<file path="src/rtl/vag_pkg.sv">
package vag_pkg;

  typedef enum logic [1:0] {
    MODE_P32 = 2'd0,
    MODE_P64 = 2'd1,
    MODE_SXT = 2'd2,
    MODE_UXT = 2'd3
  } vag_mode_e;

  typedef struct packed {
    logic      legal;
    vag_mode_e mode;
    logic [1:0] shamt;
    logic [4:0] rm;
    logic [4:0] rn;
    logic [4:0] rd;
  } vag_dec_t;

  localparam logic [7:0] OPC_TOP = 8'h04;
  localparam logic [3:0] OPC_MID = 4'hA;

endpackage

</file>
<file path="src/rtl/vag_decode.sv">
module vag_decode
  import vag_pkg::*;
(
  input  logic [31:0] insn,
  output vag_dec_t    dec
);

  always_comb begin
    dec.legal = (insn[31:24] == OPC_TOP) && insn[21] && (insn[15:12] == OPC_MID);
    case ({insn[23], insn[22]})
      2'b10:   dec.mode = MODE_P32;
      2'b11:   dec.mode = MODE_P64;
      2'b00:   dec.mode = MODE_SXT;
      default: dec.mode = MODE_UXT;
    endcase
    dec.shamt = insn[11:10];
    dec.rm    = insn[20:16];
    dec.rn    = insn[9:5];
    dec.rd    = insn[4:0];
  end

endmodule

</file>
<file path="src/rtl/vag_lane64.sv">
module vag_lane64
  import vag_pkg::*;
(
  input  logic [63:0] base,
  input  logic [63:0] offs,
  input  vag_mode_e   mode,
  input  logic [1:0]  shamt,
  output logic [63:0] res
);

  logic [63:0] ext_off;
  logic [63:0] wide_sum;
  logic [31:0] lo_sum;
  logic [31:0] hi_sum;

  always_comb begin
    case (mode)
      MODE_SXT: ext_off = {{32{offs[31]}}, offs[31:0]};
      MODE_UXT: ext_off = {32'h0, offs[31:0]};
      default:  ext_off = offs;
    endcase
    wide_sum = base + (ext_off << shamt);
    // two independent 32-bit adders: no carry crosses bit 31
    lo_sum   = base[31:0]  + (offs[31:0]  << shamt);
    hi_sum   = base[63:32] + (offs[63:32] << shamt);
    res      = (mode == MODE_P32) ? {hi_sum, lo_sum} : wide_sum;
  end

endmodule

</file>
<file path="src/rtl/vec_addr_gen.sv">
module vec_addr_gen
  import vag_pkg::*;
#(
  parameter int VLEN = 256
) (
  input  logic            clk,
  input  logic            rst,
  input  logic            in_valid,
  input  logic [31:0]     insn,
  input  logic [VLEN-1:0] base_vec,
  input  logic [VLEN-1:0] offs_vec,
  output logic            out_valid,
  output logic            out_undef,
  output logic [VLEN-1:0] out_result,
  output logic [4:0]      out_dst,
  output logic [4:0]      out_base_idx,
  output logic [4:0]      out_offs_idx
);

  localparam int CHUNKS = VLEN / 64;

  vag_dec_t        dec;
  logic [VLEN-1:0] sum_vec;

  vag_decode dec_i (
    .insn (insn),
    .dec  (dec)
  );

  for (genvar c = 0; c < CHUNKS; c++) begin : g_chunk
    vag_lane64 lane_i (
      .base  (base_vec[c*64 +: 64]),
      .offs  (offs_vec[c*64 +: 64]),
      .mode  (dec.mode),
      .shamt (dec.shamt),
      .res   (sum_vec[c*64 +: 64])
    );
  end

  always_ff @(posedge clk) begin
    if (rst) begin
      out_valid <= 1'b0;
      out_undef <= 1'b0;
    end else begin
      out_valid <= in_valid & dec.legal;
      out_undef <= in_valid & ~dec.legal;
    end
  end

  always_ff @(posedge clk) begin
    if (in_valid && dec.legal) begin
      out_result   <= sum_vec;
      out_dst      <= dec.rd;
      out_base_idx <= dec.rn;
      out_offs_idx <= dec.rm;
    end
  end

endmodule

</file>
<file path="config.mk">
export PLATFORM = sky130hd
export DESIGN_NAME = vec_addr_gen
export DESIGN_NICKNAME = d
export VERILOG_FILES = /design/src/rtl/vag_pkg.sv /design/src/rtl/vag_decode.sv /design/src/rtl/vag_lane64.sv /design/src/rtl/vec_addr_gen.sv
export SDC_FILE = /design/constraint.sdc
export NUM_CORES = 2
export LEC_CHECK = 0
export BUFFER_PORTS_ARGS = -buffer_cell sky130_fd_sc_hd__buf_4
export CAP_MARGIN = 40
export CORE_MARGIN = 1.5
export CORE_UTILIZATION = 30
export CTS_CLUSTER_SIZE = 28
export DETAILED_ROUTE_END_ITERATION = 16
export MAX_ROUTING_LAYER = met4
export PLACE_DENSITY = 0.5
export SYNTH_ARGS = -nofsm -noshare
export SYNTH_HDL_FRONTEND = slang
export SYNTH_HIERARCHICAL = 1
export SYNTH_SLANG_ARGS = --single-unit
</file>
<file path="constraint.sdc">
create_clock -name clk -period 4.94 [get_ports clk]
set_input_delay 0.247 -clock clk [delete_from_list [all_inputs] [get_ports clk]]
set_output_delay 0.247 -clock clk [all_outputs]
set_load 0.03 [all_outputs]
</file>
**After elaboration in Yosys (flattened, before gate mapping)**

Cells that the tools add are included.

- Register bits: 273
- Bits in latches: 0
- Bits in writable memories: 0
- ROM bits: 0
- Bits of input ports: 547
- Memories: 0

- Add/subtract/negate cells: 12
- Multipliers: 0
- Div/mod/pow operators: 0
- Magnitude comparators: 0
- Equal/unequal tests: 6
- Shift operators: 12
- Multiplexer cells: 9
- Bitwise logic cells: 3
- Reductions and logical operators: 5

Operators by type and width:

| operator | count |
|---|---|
| $pmux 64 s2 | 4 |
| $add 32x32->32 | 8 |
| $add 64x64->64 | 4 |
| $mux 64 | 4 |
| $shl 32x2->32 | 8 |
| $shl 64x2->64 | 4 |
| $eq 2x2->1 const B | 4 |
| $eq 8x3->1 const B | 1 |
| $pmux 2 s3 | 1 |
| $eq 4x4->1 const B | 1 |
| $logic_not 2->1 | 2 |
| $logic_and 1x1->1 | 3 |
| $and 1x1->1 | 2 |
| $not 1->1 | 1 |

**Longest topological paths before layout**

- Depth after elaboration: 7
- Mapped depth: 22
- Depth with buffers taken out: 18

**Cells and area by module**

Netlist, hierarchy kept.

Modules (own cells, without submodules):

| module | times used | cells an instance | area each (um2) | seq. area each (um2) |
|---|---|---|---|---|
| vag_lane64 (g_chunk[0].lane_i ...) | 2 | 1051 | 7643.6 | 0.0 |
| vag_lane64 (g_chunk[2].lane_i ...) | 2 | 911 | 7091.8 | 0.0 |
| vec_addr_gen | 1 | 276 | 8206.6 | 8177.8 |
| vag_decode | 1 | 24 | 180.2 | 0.0 |

**Worst setup path after synthesis**

No wires, ideal clock.

- Kind: input to register
- Start: input insn[10]
- End: register out_result[250], data pin
- Library setup time: 270 ps
- Arrival: 4854 ps
- Path slack: -184 ps
- Cell stages on the path: 20
- Buffers on the path: 5
- Path through: buf_4 > clkbuf_1 > clkbuf_1 > clkbuf_1 > buf_1 > nor3b_1 > ha_1 > fa_1 > a21o_1 > a21oi_1 > o21ai_1 > a221oi_2 > o21ai_1 > a211oi_2 > o211ai_1 > nand2_1 > o21ai_1 > a311oi_2 > xor2_1 > mux2i_1

- Longest elaborated chain between the ends: 3
- Elaborated cells between the ends (all ways): 5
- Classes of those cells: add/sub (2); shift (2); mux (1)

Ends and longest elaborated chain:

| item | line | source |
|---|---|---|
| start, declared | vec_addr_gen.sv:9 | `input logic [31:0] insn,` |
| $shl 64x2->64 or $shl 32x2->32 (tied branches) | vag_lane64.sv:22, vag_lane64.sv:25 |  |
| $add 64x64->64 or $add 32x32->32 (tied branches) | vag_lane64.sv:22, vag_lane64.sv:25 |  |
| $mux 64 * | vag_lane64.sv:26 | `res = (mode == MODE_P32) ? {hi_sum, lo_sum} : wide_sum;` |
| net sum_vec[250] | vec_addr_gen.sv:23 | `logic [VLEN-1:0] sum_vec;` |
| end signal, assigned | vec_addr_gen.sv:52 | `out_result <= sum_vec;` |
| end, declared | vec_addr_gen.sv:14 | `output logic [VLEN-1:0] out_result,` |

Mark *: on every way through the listed nets, which the timed path passes. The rest lies on a longest branch.
A chain may end at the register's enable or synchronous reset.

**Worst setup path after layout**

- Start: input insn[10]
- End: register out_result[60], data pin

Same word-level chain as after synthesis.

==> results.cfg <==
[sta]
min_period_ns = 4.13
setup_viol = 0
clock.fmax_mhz = 242
worst_slew_pin_slew_ns = 0.841
rsz0062_at_grt = no
slew_headroom_pct = 43.9
fin_crit_sh_pct = 83.6
drv_slew = 0
tns_ns = 0
finalHoldViolCount = 0
layout_setup_ws_ns = 0.810

[yosys]
synth_seq_area_share_pct = 21.6
synth_top_area_cell = edfxtp_1
yosys-top-cells-area = edfxtp_1, ha_1, mux4_2, a21oi_1, xnor2_1
synth.avg_cell_area_um2 = 8.96
syn_nets = 5155
async_reset_ff_share_pct = 0
ys_ff_latch = 273
syn-cell-area_um2 = 37900
synth.top_cell.area_share_pct = 21.5
synthFlopType = edfxtp_1
synth_edf_count = 271
synth.distinct_cells = 100
syn_inst = 4224
yosys_warnings = 6

[job]
maxCapViolations = 0

[clocking]
cts_tree = done
cts_resized = 0
clockBufferDepth = 3
clock-sinks = 273
root_buffer = clkbuf_16
h-tree-depth = 2
clk_pin_slew_worst_paths_ns = 0.06
postCtsSetupBuffers = 0
cts_inserted_buffers = 43

[die]
fp-row-count = 130
start_util_pct = 30.2
die_h_um = 358
die_x_um = 358
die_area_um2 = 128000
io_pins = 820
core_area_um2 = 125000

[critical_path]
required_ns = 5.30
worst_setup_path_start_kind = primary input
crit_buf_inv = 3
worstPathArrival_ns = 4.49
critPathSlowestCell = a211oi_1
criticalPathCategory = in2reg
slowest_delay_ns = 0.47
cp_top_family = compound AO/OA/AOI/OAI gates
worstPathCellList = buf_8 -> buf_12 -> nand2b_1 -> nor2_1 -> ha_1 -> fa_1 -> a21o_1 -> a311o_1 -> a2111oi_2 -> buf_4 -> nor4_1 -> nor3_2 -> or3_1 -> nand2_1 -> a211oi_1 -> mux2i_1 -> o211ai_1
endpoint_kind = flip-flop
crit_fanout = 44

[route]
drt-wirelength-per-cell_um = 22.9
drc = 0
drt_wl_total_um = 157000
viasPerCell = 5.50
drt_first_iter_violations = 2492
ant_nets = 0
vias = 37700
drt_pass1_iterations = 8

[layout]
fin_nets = 6081
multi_input_area_um2 = 28000
regArea_um2 = 8180
utilization_pct = 39.1
fill_cells = 12800
drive_gt1_share_pct = 28.5
area_growth_syn_to_layout_pct = 29.6
layout.cells.non_filler = 6856

[global_routing]
grt_pass1_vias = 36200
grt_usage_pct = 23.8
grt_max_degree = 60
grt.overflow.total = 0
grt_pass1_wl_um = 227000
antenna_found_initial = 24

[placed_design]
pre_cts_slack_ns = 0.196
place.gp.congestion = 0.953
io_buffers = 819
dpl.hpwl_um = 132000
dp_cells = 6725

[min_path]
hold_path_class = in2reg

[outcome]
status = finished clean

[pwr]
peakVddDrop_mv = 0.213
power.density_nw_per_um2 = 254
total_power_mw = 12.5
p_leak_nw = 20.8
[routing by layer]
metal	track usage, %	up-vias	routed length (um)
met4	6.54	0	3800
met2	37.5	1206	72900
met1	31.3	18300	69900
li1	-	18100	-
met5	-	-	0
met3	4.23	160	10200
[final timing paths]
path | startpoint | end | cells past startpoint
setup / recovery | insn[10] | out_result[60] | 17
hold / removal | insn[28] | out_valid | 4
[through the flow]
stage / hold slack, ns / instance area [um2]
floorplan: 0.318 / 37900
global placement: 0.418 / 47200
detailed placement: 0.424 / 47200
CTS: 0.0461 / 49000
global route: 0.0862 / 49000
finish: 0.115 / 49100
[logic make-up after synthesis]
group	after synthesis	synth area share, %
fa+ha+maj	384	12.8
buf+inv	369	4.51
mux	272	13.6
flops	273	21.6
xor+xnor	326	7.54
compound gates	1500	25.8
simple gates	1100	14.1
[power breakdown]
part           internal (mW)  switching, mW  leakage [nW]
clock                   1.99           1.31         0.695
sequential              2.72       0.000257          2.46
combinational           2.87           3.56          17.6
total                   7.59           4.87          20.8
[layout make-up]
cell class	count	area share (%)
repair buffers	1141	18.1
diodes	24	0.122
clock buffers	48	2.28
well taps	1650	4.21
multi-input cells	3582	57.1
flip-flops and latches	273	16.7
inverters	109	0.844
clock inverters	29	0.717
[synth_stat cells (all sizes together) (14+ instances only)]
master and number:
a21oi 502, ha 376, nor2 307, nand2 296, o21ai 274, edfxtp 271, xnor2 204, a21o 198
clkbuf 193, mux4 192, o21a 158, xor2 122, inv 109, nand4 108, nand3 76, mux2i 74
nor2b 72, buf 65, o21bai 56, a211oi 52, nand2b 52, nor3 50, o211ai 42, a31oi 34
o31ai 26, and2 23, and3 22, a221oi 18, nor4 18, or3 18, a21boi 16, nor3b 14
or2 14
[flip-flops by register name, indices dropped and copies added, names as in the netlist]
register and cells:
out_result 256, out_base_idx 5, out_dst 5, out_offs_idx 5
out_undef 1, out_valid 1
[cell usage in the layout, fill, tap and decap left out, types with 18 or more instances in the layout]
cell	n
ha_1	376
a21oi_1	498
o21a_1	158
dlygate4sd3_1	30
diode_2	24
o31ai_1	26
xnor2_1	204
mux4_2	192
or3_1	18
edfxtp_1	271
and3_1	22
nor3_1	46
and2_1	18
nand2b_1	52
clkbuf_16	44
nor2b_1	72
a21o_1	194
nand2_1	292
mux2i_1	74
nor4_1	18
o21bai_1	52
nand4_1	106
nand3_1	76
xor2_1	122
o21ai_0	198
inv_1	108
o211ai_1	36
a211oi_1	48
o21ai_1	66
buf_4	1091
nor2_1	303
a31oi_1	32
[what timing repair did]
| item | CTS | global route |
|---|---|---|
| hold buffers | 30 | 0 |
| setup endpoints to repair | 0 | 0 |
| hold endpoints to repair | 29 | 0 |
No activity file was read; power rests on OpenSTA's default activity.
